## config.mk

```make
export PLATFORM = sky130hd
export DESIGN_NAME = ioport_page_window
export DESIGN_NICKNAME = d
export VERILOG_FILES = /design/src/rtl/iopw_pkg.sv /design/src/rtl/iopw_port_decode.sv /design/src/rtl/iopw_latch.sv /design/src/rtl/iopw_addr_gen.sv /design/src/rtl/ioport_page_window.sv
export SDC_FILE = /design/constraint.sdc
export NUM_CORES = 1
export LEC_CHECK = 0
export ABC_AREA = 1
export BUFFER_PORTS_ARGS = -buffer_cell sky130_fd_sc_hd__buf_2
export CORE_AREA = 2 2 64 54
export DETAILED_ROUTE_END_ITERATION = 16
export DIE_AREA = 0 0 66 56
export GPL_ROUTABILITY_DRIVEN = 0
export HOLD_SLACK_MARGIN = 0.08
export PLACE_DENSITY_LB_ADDON = 0.3
export SYNTH_ARGS = -nofsm -noshare
export SYNTH_HDL_FRONTEND = slang
export SYNTH_SLANG_ARGS = --single-unit
```

## constraint.sdc

```tcl
create_clock -name clk -period 1.55 [get_ports clk]
set_clock_uncertainty 0.2 [all_clocks]
set_input_delay 0.2325 -clock clk [delete_from_list [all_inputs] [get_ports clk]]
set_output_delay 0.2325 -clock clk [all_outputs]
set_load 0.05 [all_outputs]
```

## src/rtl/iopw_pkg.sv

```systemverilog
package iopw_pkg;
   typedef enum logic [1:0] {
      PSEL_NONE   = 2'd0,
      PSEL_TRACK  = 2'd1,
      PSEL_SECTOR = 2'd2,
      PSEL_DATA   = 2'd3
   } psel_e;
endpackage

```

## src/rtl/iopw_port_decode.sv

```systemverilog
module iopw_port_decode
   import iopw_pkg::*;
#(
   parameter int         PORT_W      = 8,
   parameter logic [7:0] TRACK_PORT  = 8'h40,
   parameter logic [7:0] SECTOR_PORT = 8'h41,
   parameter logic [7:0] DATA_PORT   = 8'h42
) (
   input  logic              clk,
   input  logic              rst_n,
   input  logic              io_req,
   input  logic [PORT_W-1:0] port,
   output psel_e             psel
);
   always_comb begin
      psel = PSEL_NONE;
      if (io_req) begin
         if (port == PORT_W'(TRACK_PORT))       psel = PSEL_TRACK;
         else if (port == PORT_W'(SECTOR_PORT)) psel = PSEL_SECTOR;
         else if (port == PORT_W'(DATA_PORT))   psel = PSEL_DATA;
      end
   end


   idle_no_select_chk: assert property (@(posedge clk) disable iff (!rst_n)
      !io_req |-> psel == PSEL_NONE);
endmodule

```

## src/rtl/iopw_latch.sv

```systemverilog
module iopw_latch #(
   parameter int W = 8
) (
   input  logic         clk,
   input  logic         rst_n,
   input  logic         load,
   input  logic [W-1:0] d,
   output logic [W-1:0] q
);
   always_ff @(posedge clk or negedge rst_n) begin
      if (!rst_n)    q <= '0;
      else if (load) q <= d;
   end


   hold_when_idle_chk: assert property (@(posedge clk) disable iff (!rst_n)
      !load |=> $stable(q));

   reset_clear_chk: assert property (@(posedge clk) disable iff (!rst_n)
      $rose(rst_n) |-> q == '0);
endmodule

```

## src/rtl/iopw_addr_gen.sv

```systemverilog
module iopw_addr_gen #(
   parameter int PAGE_W   = 8,
   parameter int SECT_W   = 5,
   parameter int OFFS_W   = 7,
   parameter int OFFS_LSB = 8,
   parameter int CPU_AW   = 16,
   parameter int DATA_W   = 8,
   localparam int ADDR_W  = PAGE_W + SECT_W + OFFS_W
) (
   input  logic              clk,
   input  logic              rst_n,
   input  logic              sel_data,
   input  logic              io_wr,
   input  logic [PAGE_W-1:0] track,
   input  logic [SECT_W-1:0] sector,
   input  logic [CPU_AW-1:0] cpu_addr,
   input  logic [DATA_W-1:0] cpu_wdata,
   input  logic              ram_ready,
   output logic [ADDR_W-1:0] ram_addr,
   output logic              ram_cs,
   output logic              ram_we,
   output logic              ram_oe,
   output logic [DATA_W-1:0] ram_wdata,
   output logic              cpu_wait
);
   logic [OFFS_W-1:0] offs;
   assign offs = cpu_addr[OFFS_LSB +: OFFS_W];

   always_comb begin
      ram_addr  = '0;
      ram_cs    = 1'b0;
      ram_we    = 1'b0;
      ram_oe    = 1'b0;
      ram_wdata = '0;
      cpu_wait  = 1'b0;
      if (sel_data) begin
         ram_addr = {track, sector, offs};
         ram_cs   = 1'b1;
         ram_we   = io_wr;
         ram_oe   = !io_wr;
         cpu_wait = !ram_ready;
         if (io_wr) ram_wdata = cpu_wdata;
      end
   end


   idle_bus_quiet_chk: assert property (@(posedge clk) disable iff (!rst_n)
      !ram_cs |-> (ram_addr == '0 && !ram_we && !ram_oe));

   strobe_exclusive_chk: assert property (@(posedge clk) disable iff (!rst_n)
      !(ram_we && ram_oe));

   wait_needs_cs_chk: assert property (@(posedge clk) disable iff (!rst_n)
      cpu_wait |-> (ram_cs && !ram_ready));

   page_field_chk: assert property (@(posedge clk) disable iff (!rst_n)
      ram_cs |-> ram_addr[ADDR_W-1 -: PAGE_W] == track);
endmodule

```

## src/rtl/ioport_page_window.sv

```systemverilog
module ioport_page_window
   import iopw_pkg::*;
#(
   parameter int         ADDR_W      = 20,
   parameter int         PAGE_W      = 8,
   parameter int         SECT_W      = 5,
   parameter int         CPU_AW      = 16,
   parameter int         DATA_W      = 8,
   parameter logic [7:0] TRACK_PORT  = 8'h40,
   parameter logic [7:0] SECTOR_PORT = 8'h41,
   parameter logic [7:0] DATA_PORT   = 8'h42,
   parameter bit         READBACK_EN = 1'b1
) (
   input  logic              clk,
   input  logic              rst_n,
   input  logic              io_req,
   input  logic              io_wr,
   input  logic [CPU_AW-1:0] cpu_addr,
   input  logic [DATA_W-1:0] cpu_wdata,
   output logic [DATA_W-1:0] cpu_rdata,
   output logic              cpu_wait,
   output logic [ADDR_W-1:0] ram_addr,
   output logic              ram_cs,
   output logic              ram_we,
   output logic              ram_oe,
   output logic [DATA_W-1:0] ram_wdata,
   input  logic [DATA_W-1:0] ram_rdata,
   input  logic              ram_ready
);
   localparam int PORT_W   = CPU_AW / 2;
   localparam int OFFS_LSB = PORT_W;
   localparam int OFFS_W   = ADDR_W - PAGE_W - SECT_W;
   localparam logic [DATA_W-1:0] IDLE_RD = '1;

   generate
      if (OFFS_W < 1 || OFFS_W > CPU_AW - OFFS_LSB - 1)
         $error("offset width must fit below the top CPU address line");
      if (PAGE_W > DATA_W || SECT_W > DATA_W)
         $error("register fields must fit in one data byte");
      if (TRACK_PORT == SECTOR_PORT || TRACK_PORT == DATA_PORT || SECTOR_PORT == DATA_PORT)
         $error("port numbers must be distinct");
   endgenerate

   psel_e             psel;
   logic [PAGE_W-1:0] track_q;
   logic [SECT_W-1:0] sector_q;
   logic              rd_cyc;

   assign rd_cyc = io_req && !io_wr;

   iopw_port_decode #(
      .PORT_W(PORT_W), .TRACK_PORT(TRACK_PORT),
      .SECTOR_PORT(SECTOR_PORT), .DATA_PORT(DATA_PORT)
   ) u_dec (
      .clk(clk), .rst_n(rst_n), .io_req(io_req),
      .port(cpu_addr[PORT_W-1:0]), .psel(psel)
   );

   iopw_latch #(.W(PAGE_W)) u_track (
      .clk(clk), .rst_n(rst_n),
      .load(psel == PSEL_TRACK && io_wr),
      .d(cpu_wdata[PAGE_W-1:0]), .q(track_q)
   );

   iopw_latch #(.W(SECT_W)) u_sector (
      .clk(clk), .rst_n(rst_n),
      .load(psel == PSEL_SECTOR && io_wr),
      .d(cpu_wdata[SECT_W-1:0]), .q(sector_q)
   );

   iopw_addr_gen #(
      .PAGE_W(PAGE_W), .SECT_W(SECT_W), .OFFS_W(OFFS_W),
      .OFFS_LSB(OFFS_LSB), .CPU_AW(CPU_AW), .DATA_W(DATA_W)
   ) u_agen (
      .clk(clk), .rst_n(rst_n),
      .sel_data(psel == PSEL_DATA), .io_wr(io_wr),
      .track(track_q), .sector(sector_q),
      .cpu_addr(cpu_addr), .cpu_wdata(cpu_wdata), .ram_ready(ram_ready),
      .ram_addr(ram_addr), .ram_cs(ram_cs), .ram_we(ram_we), .ram_oe(ram_oe),
      .ram_wdata(ram_wdata), .cpu_wait(cpu_wait)
   );

   generate
      if (READBACK_EN) begin : g_readback
         always_comb begin
            cpu_rdata = IDLE_RD;
            if (rd_cyc) begin
               unique case (psel)
                  PSEL_TRACK:  cpu_rdata = DATA_W'(track_q);
                  PSEL_SECTOR: cpu_rdata = DATA_W'(sector_q);
                  PSEL_DATA:   cpu_rdata = ram_rdata;
                  default:     cpu_rdata = IDLE_RD;
               endcase
            end
         end
      end else begin : g_write_only
         always_comb begin
            cpu_rdata = IDLE_RD;
            if (rd_cyc && psel == PSEL_DATA) cpu_rdata = ram_rdata;
         end
      end
   endgenerate


   read_path_chk: assert property (@(posedge clk) disable iff (!rst_n)
      (ram_oe && ram_cs) |-> cpu_rdata == ram_rdata);

   idle_read_chk: assert property (@(posedge clk) disable iff (!rst_n)
      !io_req |-> cpu_rdata == IDLE_RD);
endmodule

```

Word level (Yosys, flattened, before mapping):

Index checks and enable logic that the tools add are counted.

* equal/unequal tests: 6
* multiplexer cells: 13
* reductions and logical operators: 5

Operators with widths (number)
* equality test 8 x 7 -> 1 bit (second input constant): 3
* 2-to-1 mux 8 bit: 3
* one-hot mux 8 bit (3 select lines): 1
* 2-to-1 mux 20 bit: 1
* 2-to-1 mux 2 bit: 4
* equality test 2 bit (second input constant): 2
* 2-to-1 mux 1 bit: 4
* logical AND 1 bit: 3
* equality test 2 x 1 -> 1 bit (second input constant): 1
* logical NOT 1 bit: 2

* register bits: 13
* input bits: 37
* output and inout bits: 40
* word-level logic and storage cells: 26

Logic depth before layout (Yosys ltp):

Gate-level depths: netlist of the first run.

* depth after elaboration: 8
* mapped depth: 8
* mapped depth without buffers: 7

Modules after synthesis:

From an unflattened synthesis of the first run, not the netlist that was laid out.

* cells, all modules: 198
* area, all modules: 1096.1 um^2

Modules (own cells, without submodules)
* iopw_latch (u_track): instances 1, cells each 34, area each 305.3 um^2
* ioport_page_window: instances 1, cells each 66, area each 292.8 um^2
* iopw_addr_gen: instances 1, cells each 64, area each 261.5 um^2
* iopw_latch (u_sector): instances 1, cells each 21, area each 185.2 um^2
* iopw_port_decode: instances 1, cells each 13, area each 51.3 um^2

Worst setup path before layout of the first run:

Ideal clock, no wire load.

* kind: input -> output
* start point: input cpu_addr[4]
* end point: output ram_addr[18]
* data arrival time: 1.578 ns
* data required time: 1.117 ns
* slack: -0.461 ns
* stages on the path: 6
* path through: nor2_2 nand3_4 nor2_8 nand2_4 buf_6 nor2_1

* word-level cells in the longest chain between the ends: 7

RTL lines
* from (decl): RTL line ioport_page_window.sv:18 `input logic [CPU_AW-1:0] cpu_addr,`
* equality test 8 x 7 -> 1 bit: RTL line iopw_port_decode.sv:20 `else if (port == PORT_W'(DATA_PORT)) psel = PSEL_DATA;`
* 2-to-1 mux 2 bit: RTL line iopw_port_decode.sv:20
* 2-to-1 mux 2 bit: RTL line iopw_port_decode.sv:19 `else if (port == PORT_W'(SECTOR_PORT)) psel = PSEL_SECTOR;`
* 2-to-1 mux 2 bit (*): RTL line iopw_port_decode.sv:18 `if (port == PORT_W'(TRACK_PORT)) psel = PSEL_TRACK;`
* 2-to-1 mux 2 bit (*): RTL line iopw_port_decode.sv:17 `if (io_req) begin`
* equality test 2 bit (*): RTL line ioport_page_window.sv:76 `.sel_data(psel == PSEL_DATA), .io_wr(io_wr),`
* 2-to-1 mux 20 bit (*): RTL line iopw_addr_gen.sv:36 `if (sel_data) begin`
* to (decl): RTL line ioport_page_window.sv:22 `output logic [ADDR_W-1:0] ram_addr,`

Every way passes the cells marked *; elsewhere a longest branch is shown, timed or not.

Worst setup path in the final report of the first run:

* start point: input cpu_addr[1]
* end point: output cpu_rdata[2]

* word-level cells in the longest chain between the ends: 8

RTL lines
* equality test 8 x 7 -> 1 bit: RTL line iopw_port_decode.sv:20
* 2-to-1 mux 2 bit: RTL line iopw_port_decode.sv:20
* 2-to-1 mux 2 bit: RTL line iopw_port_decode.sv:19
* 2-to-1 mux 2 bit (*): RTL line iopw_port_decode.sv:18
* 2-to-1 mux 2 bit (*): RTL line iopw_port_decode.sv:17
* equality test 2 bit / equality test 2 x 1 -> 1 bit (equally long branches): RTL line ioport_page_window.sv:88 `unique case (psel)`
* one-hot mux 8 bit (3 select lines) (*): RTL line ioport_page_window.sv:88
* 2-to-1 mux 8 bit (*): RTL line ioport_page_window.sv:87 `if (rd_cyc) begin`
* to (decl): RTL line ioport_page_window.sv:20 `output logic [DATA_W-1:0] cpu_rdata,`

Marked as above.

==> run summary, run 1 <==
Outcome -> complete, but fails checks
Violated checks -> setup timing
Setup TNS -> -11.92 ns
Via density -> 5.96
Port buffer count -> 75
Post-route ant nets -> 0
R2R setup slack -> 0.50 ns
Tcrit/Tclk final -> 129%
Most common cell after layout, fill and taps aside -> nor2_4
DIE AREA -> 3700 um2
Routed Wire Length -> 7640 um
Syn nets -> 227
Part of the Yosys area used for sequential elements -> 25.2%
Post-layout nets -> 337
Worst slew pin tran -> 0.398 ns
Pre-Repair DR Iteration Count -> 5
Final Setup Violations -> 40
Final cell count without fillers -> 340
F_max -> 502 MHz
Global-route wire length before repair -> 9440 um
Largest net degree at the start of global routing -> 17
HP Class -> in -> async
CTS tree -> yes
Worst Path Required -> 1.12 ns
R2r endpoint -> u_track.q[4]$_DFFE_PN0P_
Fin. Hold Viols -> 0
# Max-Cap Violations -> 0
Filler cell count -> 78
Layout Utilization -> 95.4%
Met2 Resource Use GR -> 58.9%
Dpl hpwl -> 3170 um
H-tree depth -> 1
Row cnt -> 18
Initial DRC Count -> 128
CTS sink cnt -> 13
Synth-to-Final Area Change -> 123%
Worst path bufs/invs -> 4
Worst setup path endpoint -> cpu_rdata[2]
WL/cell -> 22.5 um
Mapped Cells -> 190
Minimum clock period after layout -> 1.99 ns
Synth warn -> 0
Kind of cell adding the most delay to the critical path -> simple AND/OR/NAND/NOR gates
Core area -> 3020 um2
Root buffer cell -> clkbuf_8
Skew-Pair Late Insertion Delay -> 0.25 ns
Synthesized cell area -> 1290 um2
R2R depth -> 2
Fraction of layout instances using a drive strength above 1 -> 63.9%
# IOs -> 77
Register bit total from synthesis -> 13
Slowest stage cell on the critical path -> nor2_4
Final instance area -> 2880 um2
Die Ht -> 56 um
Routing usage on met1 -> 37.0%
Fin Hold WS -> 0.245 ns
Final Worst Setup Slack -> -0.442 ns
PD cells -> 337 nW/um2
Vias in the first global route -> 1946
Clk slew on worst S/H paths -> 0.06 ns
Worst path max stage delay -> 0.27 ns
Kind of critical path -> in -> out
CP Max Fanout -> 5
CP Capture Type -> output port
Rel. slew slack -> 73.4%
Critical path's most frequent cell -> nand2_1
Die W -> 66 um
Placed cell count -> 319
Starting Density -> 42.7%
CTS Buf Count -> 3
CP arrival -> 1.56 ns
Startpoint Class -> input port
Mean Syn Cell Area -> 6.79 um2
Via count -> 2028
Leading cell types in the layout, fill and taps excluded -> nor2_4 (38), buf_6 (31), buf_2 (30)
Busiest grt layer -> met2
Dpl cell area -> 2130 um2
Remaining Overflow, GRT -> 0
FF-to-FF Start -> u_track.q[4]$_DFFE_PN0P_
Synth unique cells -> 20
Longest Clk Path Bufs -> 2
DR DRC count -> 0
CP startpoint -> cpu_addr[1]
Global Route met3 Usage -> 6.48%
RSZ-0062 raised after global routing -> true
Worst path depth -> 10
Worst VDD drop -> 0.419 mV
Leak pwr -> 1.24 nW
Max Slew Vio Count -> 0
GRT Overall Usage -> 33.6%
Initial antenna violation count -> 1
Crit-path cells -> buf_2 > inv_2 > nand2_1 > nor2_4 > buf_12 > nand3_2 > nand2_1 > nor2_2 > nand3_4 > buf_8
[worst min path at each step]
stage | startpoint | to | slack (ns) | cells past startpoint
after floorplan | rst_n | u_sector.q[0]$_DFFE_PN0P_ | -0.26 | 0
after global placement | rst_n | u_track.q[6]$_DFFE_PN0P_ | -0.07 | 1
after detailed placement | rst_n | u_track.q[5]$_DFFE_PN0P_ | -0.06 | 1
after CTS | rst_n | u_track.q[5]$_DFFE_PN0P_ | 0.21 | 2
after global routing | rst_n | u_track.q[2]$_DFFE_PN0P_ | 0.28 | 2
final | rst_n | u_track.q[2]$_DFFE_PN0P_ | 0.24 | 2
[logic make-up after synthesis]
kind of cell,count (synthesis),share of synthesized area (%)
simple gates,123,55.5
buf+inv,45,15.2
flops,13,25.2
compound gates,9,4.07
[sequential cells by signal (all words and copies together) (netlist names)]
register and flops:
u_track.q 8, u_sector.q 5
[worst reg2reg max path: cells and delay by family (launching register included)]
| kind | cells | cell delay [ns] |
|---|---|---|
| flip-flops | 1 | 0.40 |
| AO/OA/AOI/OAI | 1 | 0.24 |
| buffers and inverters | 1 | 0.12 |
[final cells by class]
class | instances | area (um2) | area share [%]
inverters | 39 | 169 | 5.86
flip-flops and latches | 13 | 325 | 11.3
clock buffers | 4 | 45.0 | 1.56
multi-input cells | 132 | 1160 | 40.3
diodes | 1 | 2.50 | 0.0869
repair buffers | 111 | 1130 | 39.1
well taps | 40 | 50.0 | 1.74
[stage by stage]
step / setup WS, ns / total power, W
6_report: -0.442 / 0.000971
5_1_grt: -0.478 / 0.00100
4_1_cts: -0.294 / 0.000907
3_5_place_dp: -0.403 / 0.000563
3_3_place_gp: -0.370 / 0.000557
2_1_floorplan: -0.153 / 0.000470
[power by group]
part / switching, W / internal (W)
registers: 0.0000153 / 0.000355
clock network: 0.000137 / 0.000182
logic: 0.000173 / 0.000108
[metal layers]
layer	up-vias	share of wire (%)
li1	819	-
met1	924	31
met2	207	49
met3	78	9.5
met4	0	11
met5	-	0
[synthesized netlist by cell type]
library cell / instances / area, um2
o21ai_0: 6 / 30.0
buf_6: 2 / 22.5
nor2_2: 10 / 62.6
nand2_4: 1 / 11.3
nand3_1: 26 / 130
buf_4: 3 / 22.5
nor2_8: 2 / 40.0
nand2_1: 34 / 128
buf_2: 1 / 5.00
dfrtp_1: 13 / 325
nand3_4: 1 / 17.5
inv_1: 37 / 139
nand3_2: 2 / 20.0
inv_2: 2 / 7.51
o211ai_2: 1 / 12.5
nor2_1: 21 / 78.8
nand4_1: 11 / 68.8
nor2_4: 13 / 146
nand2_2: 2 / 12.5
o21ai_1: 2 / 10.0
[repair_timing]
item / 4_1_cts / 5_1_grt
cloned: 1 / 0
setup endpoints to repair: 40 / 41
hold buffers: 9 / 0
gates resized for setup: 115 / 36
pin swaps: 8 / 17
endpoints found under the hold margin: 26 / 0
setup buffers: 3 / 3
(Power assumes the default switching activity.)
==> run 2: changes to the inputs <==
CORE_AREA = 2 2 61 52   (was 2 2 64 54)
DIE_AREA = 0 0 63 54   (was 0 0 66 56)
REMOVE_ABC_BUFFERS = 1   (was default)
SYNTH_HIERARCHICAL = 1   (was default)
==> run summary, run 2 <==
Remaining Overflow, GRT -> 0
Worst path max stage delay -> 0.16 ns
Synthesized cell area -> 1100 um2
Die Ht -> 54 um
Filler cell count -> 128
R2r endpoint -> u_sector/q[4]$_DFFE_PN0P_
Synth unique cells -> 12
RSZ-0062 raised after global routing -> true
GRT Overall Usage -> 19.8%
Worst slew pin tran -> 0.447 ns
Initial DRC Count -> 49
Rel. slew slack -> 70.1%
Kind of critical path -> in -> out
Max reg flops -> 8
Worst Path Required -> 1.12 ns
CP Max Fanout -> 8
Dominant cell type by area after synthesis -> dfrtp_1
Slowest stage cell on the critical path -> nor2_4
Final Worst Setup Slack -> -0.379 ns
Top-area cell type share of the netlist area -> 29.7%
Post-layout nets -> 334
Part of the Yosys area used for sequential elements -> 29.7%
Worst setup path endpoint -> cpu_rdata[3]
Fin. Hold Viols -> 0
Synth warn -> 6
Synth-to-Final Area Change -> 130%
CTS Buf Count -> 3
Largest Register -> u_track/q
Worst path depth -> 11
Post-synthesis xor/xnor area fraction -> 0%
Routed Wire Length -> 5370 um
Setup TNS -> -12.10 ns
Violated checks -> setup timing
F_max -> 518 MHz
Mapped Cells -> 198
HP Class -> in -> async
Longest Clk Path Bufs -> 2
Synth Area in Adders -> 0%
Overall Power -> 0.000746 W
Top FF cell, synth -> dfrtp_1
CP Capture Type -> output port
Largest family of logic cells by synthesized area -> simple AND/OR/NAND/NOR gates
Kind of cell adding the most delay to the critical path -> simple AND/OR/NAND/NOR gates
PD cells -> 295 nW/um2
Mean Syn Cell Area -> 5.54 um2
Fraction of layout instances using a drive strength above 1 -> 61.1%
Compound-Gate Fraction of Synth Area -> 0%
Leading cell types by count after synthesis -> nand2_1 (79), inv_1 (45), nor2_1 (28)
Layout Utilization -> 88.3%
Skew-Pair Late Insertion Delay -> 0.27 ns
CTS tree -> yes
Outcome -> complete, but fails checks
Fin Hold WS -> 0.167 ns
Via density -> 4.98
Post-route ant nets -> 0
# IOs -> 77
Worst path bufs/invs -> 4
DP Worst Slack -> -0.354 ns
Largest net degree at the start of global routing -> 22
Startpoint Class -> input port
Largest regs -> u_track/q: 8 flops, u_sector/q: 5 flops
Port buffer count -> 75
Leading cell types in the layout, fill and taps excluded -> nand2_1 (53), buf_2 (31), buf_8 (26)
Starting Density -> 38.3%
Initial antenna violation count -> 0
Register bit total from synthesis -> 13
Die W -> 63 um
Final Setup Violations -> 53
CTS sink cnt -> 13
FF-to-FF Start -> u_sector/q[4]$_DFFE_PN0P_
Top area cells in the synthesized netlist -> dfrtp_1 (30%), nand2_1 (27%), inv_1 (15%)
Vias in the first global route -> 1340
Post-Synth Simple-Gate Area -> 47.3%
Global-route wire length before repair -> 5350 um
Cell with the most instances after synthesis -> nand2_1
Mux share of post-synthesis cell area -> 0%
Core area -> 2860 um2
CP arrival -> 1.50 ns
Pre-Repair DR Iteration Count -> 4
WL/cell -> 16.0 um
Tcrit/Tclk final -> 124%
EDFF count, synth -> 0
Row cnt -> 18
Minimum clock period after layout -> 1.93 ns
Most common cell after layout, fill and taps aside -> nand2_1
Ant diodes -> 0
Crit-path cells -> buf_6 > nor2_4 > nand3_4 > nor2_4 > buf_6 > clkinv_8 > nand2_8 > nand2_8 > nor2_4 > nand2_2 > buf_6
Dpl hpwl -> 2170 um
Clk slew on worst S/H paths -> 0.07 ns
H-tree depth -> 1
Leak pwr -> 1.52 nW
DR DRC count -> 0
DIE AREA -> 3400 um2
R2R setup slack -> 0.58 ns
# Max-Cap Violations -> 0
Asr flop ratio synth -> 100%
Worst VDD drop -> 0.371 mV
CP startpoint -> cpu_addr[4]
Via count -> 1673
R2R depth -> 2
Max Slew Vio Count -> 0
Root buffer cell -> clkbuf_4
## run 2: changes by cell type in the layout (fill, tap and decap cells not counted), sizes merged, moves of 2 or more
| cell | previous run | this run |
|---|---|---|
| nand2 | 37 | 84 |
| nor2 | 46 | 29 |
| buf | 102 | 88 |
| nand3 | 29 | 15 |
| inv | 36 | 48 |
| nand4 | 11 | 0 |
| o21ai | 8 | 0 |
| clkbuf | 4 | 6 |
| clkinvlp | 2 | 0 |
| nor3 | 0 | 2 |
## run 2: worst min-delay path by stage
stage / cells after the start / slack [ns] / start / to
6_report: 2 / 0.17 / rst_n / u_track/q[7]$_DFFE_PN0P_
5_1_grt: 2 / 0.17 / rst_n / u_track/q[7]$_DFFE_PN0P_
4_1_cts: 2 / 0.16 / rst_n / u_track/q[7]$_DFFE_PN0P_
3_5_place_dp: 1 / -0.07 / rst_n / u_track/q[7]$_DFFE_PN0P_
3_3_place_gp: 1 / -0.07 / rst_n / u_track/q[7]$_DFFE_PN0P_
2_1_floorplan: 0 / -0.26 / rst_n / u_sector/q[0]$_DFFE_PN0P_
## run 2: per-stage QoR
stage          cell area, um2  std cells
2_1_floorplan            1040        192
3_3_place_gp             1540        316
3_5_place_dp             1540        316
4_1_cts                  2030        330
5_1_grt                  2530        336
6_report                 2530        336
## run 2: cell families after synthesis
logic type / count (synthesis)
simple gates: 129
flops: 13
buf+inv: 56
## run 2: cell type report
class	count	area, um2	share of cell area (%)
Timing Repair Buffer	99	1020	40.4
Inverter	50	218	8.62
Sequential cell	13	325	12.9
Clock buffer	4	26.3	1.04
Multi-Input combinational cell	130	886	35.1
Tap cell	40	50.0	1.98
## run 2: what timing repair did
| item | 4_1_cts | 5_1_grt |
|---|---|---|
| setup buffers | 0 | 2 |
| pin swaps | 9 | 21 |
| gates resized for setup | 114 | 125 |
| hold endpoints to repair | 26 | 0 |
| cloned | 1 | 4 |
| setup endpoints to repair | 48 | 52 |
| hold buffers | 9 | 0 |
## run 2: metal layers
layer,vias up,wire length [um],track usage (%)
met4,0,185,7.78
met2,100,2940,39.2
met1,795,1910,22.3
met5,-,0,0
li1,756,-,-
met3,22,332,2.09
## run 2: where the power goes
group / internal (W) / switching [W] / total (W)
clock network: 0.0000997 / 0.000101 / 0.000201
registers: 0.000356 / 0.0000264 / 0.000382
logic: 0.0000768 / 0.0000860 / 0.000163
total: 0.000532 / 0.000214 / 0.000746
## run 2: worst register-to-register path: stages (launching register included)
cell and delay [ns]:
dfrtp_1 0.45, nand2_1 0.11, nand2_1 0.09
==> run 3: changes to the inputs <==
BUFFER_PORTS_ARGS = -buffer_cell sky130_fd_sc_hd__buf_4   (was -buffer_cell sky130_fd_sc_hd__buf_2)
REMOVE_ABC_BUFFERS = default   (was 1)
TNS_END_PERCENT = 10   (was default)
==> run summary, run 3 (synthesis gave the netlist of run 2 again) <==
Outcome -> complete, but fails checks
Violated checks -> setup timing
Leak pwr -> 1.11 nW
Worst slew pin tran -> 0.206 ns
GRT Overall Usage -> 23.1%
R2R setup slack -> 0.69 ns
Initial antenna violation count -> 0
F_max -> 551 MHz
Layout Utilization -> 84.3%
Largest Register -> u_track/q
DIE AREA -> 3400 um2
Overall Power -> 0.000746 W
Via density -> 4.47
RSZ-0062 raised after global routing -> true
Pre-Repair DR Iteration Count -> 4
WL/cell -> 11.6 um
Ant diodes -> 0
Clk slew on worst S/H paths -> 0.07 ns
Post-layout nets -> 330
R2r endpoint -> u_track/q[7]$_DFFE_PN0P_
Dpl hpwl -> 2480 um
Worst VDD drop -> 0.409 mV
Port buffer count -> 75
Global-route wire length before repair -> 6280 um
Minimum clock period after layout -> 1.82 ns
# IOs -> 77
Syn nets -> 235
Tcrit/Tclk final -> 117%
Final Worst Setup Slack -> -0.266 ns
CP Max Fanout -> 5
CP arrival -> 1.38 ns
Vias in the first global route -> 1425
Remaining Overflow, GRT -> 0
H-tree depth -> 1
FF-to-FF Start -> u_track/q[7]$_DFFE_PN0P_
Skew-Pair Late Insertion Delay -> 0.27 ns
Die W -> 63 um
Root buffer cell -> clkbuf_4
Most common cell after layout, fill and taps aside -> nand2_1
# Max-Cap Violations -> 0
CTS Buf Count -> 3
R2R depth -> 2
Post-route ant nets -> 0
HP Class -> in -> async
Largest regs -> u_track/q: 8 flops, u_sector/q: 5 flops
CP Capture Type -> output port
Row cnt -> 18
Fraction of layout instances using a drive strength above 1 -> 51.7%
Synth-to-Final Area Change -> 120%
Max Slew Vio Count -> 0
CTS tree -> yes
Rel. slew slack -> 86.2%
Fin. Hold Viols -> 0
Worst Path Required -> 1.12 ns
PD cells -> 309 nW/um2
DR DRC count -> 0
Die Ht -> 54 um
Leading cell types in the layout, fill and taps excluded -> nand2_1 (74), buf_4 (37), buf_6 (29)
Post CTS Setup Buffer Count -> 0
Kind of critical path -> in -> out
Final Setup Violations -> 40
Max reg flops -> 8
Largest net degree at the start of global routing -> 14
Via count -> 1484
Longest Clk Path Bufs -> 2
Startpoint Class -> input port
Initial DRC Count -> 53
CTS sink cnt -> 13
Fin Hold WS -> 0.135 ns
Core area -> 2860 um2
Starting Density -> 38.3%
Routed Wire Length -> 3860 um
[run 3: changes by cell type in the layout (fill, tap and decap cells not counted), sizes merged]
cell,change
clkbuf,-2
clkinv,-2
buf,-4
inv,-17
clkinvlp,+21
[run 3: layout make-up]
cell class | instances | area [um2]
Fill cell | 178 | 449
Timing Repair Buffer | 93 | 965
Sequential cell | 13 | 325
Inverter | 50 | 295
Multi-Input combinational cell | 130 | 732
Clock buffer | 4 | 26.3
Tap cell | 40 | 50.0
Timing Repair inverter | 2 | 17.5
[run 3: worst max-delay path by stage]
stage                      from           end  cells after the start
global placement    cpu_addr[5]  ram_wdata[1]                     10
finish              cpu_addr[2]  cpu_rdata[3]                     11
floorplan           cpu_addr[6]  ram_wdata[0]                      9
detailed placement  cpu_addr[6]  ram_wdata[1]                     11
CTS                 cpu_addr[7]  cpu_rdata[2]                     11
global route        cpu_addr[2]  cpu_rdata[0]                     11
[run 3: through the flow]
stage | worst slack (ns) | setup TNS (ns) | std cells | cell area [um2]
finish | -0.266 | -7.56 | 332 | 2410
global placement | -0.350 | -13.25 | 316 | 1950
global route | -0.353 | -10.53 | 332 | 2410
CTS | -0.279 | -8.20 | 332 | 2360
detailed placement | -0.367 | -13.78 | 316 | 1950
floorplan | -0.151 | -4.93 | 198 | 1330
[run 3: layer usage]
metal / global-route usage [%] / share of wire, % / wire (um)
met5: 0 / 0 / 0
met1: 26.9 / 39 / 1520
met4: 5.19 / 1.0 / 39
met3: 3.35 / 5.8 / 225
met2: 45.7 / 54 / 2080
[run 3: worst max-delay path: stages]
cell,delay [ns]
buf_6,0.10
nor2_4,0.09
nand3_2,0.08
nor2_1,0.09
buf_4,0.17
nand2_8,0.11
buf_6,0.16
nor2_1,0.08
nor2_1,0.05
nand2_1,0.07
buf_6,0.16
[run 3: power breakdown]
part | internal (W) | switching [W] | total, W
registers | 0.000356 | 0.0000156 | 0.000372
logic | 0.0000969 | 0.0000761 | 0.000173
clock network | 0.0000996 | 0.000102 | 0.000201
total | 0.000552 | 0.000193 | 0.000746
[run 3: timing repair]
| action | 4_1_cts | 5_1_grt |
|---|---|---|
| hold buffers | 9 | 0 |
| gates resized for setup | 71 | 14 |
| endpoints found under the hold margin | 26 | 0 |
| pin swaps | 9 | 9 |
| cloned | 3 | 0 |
| setup endpoints to repair | 40 | 48 |
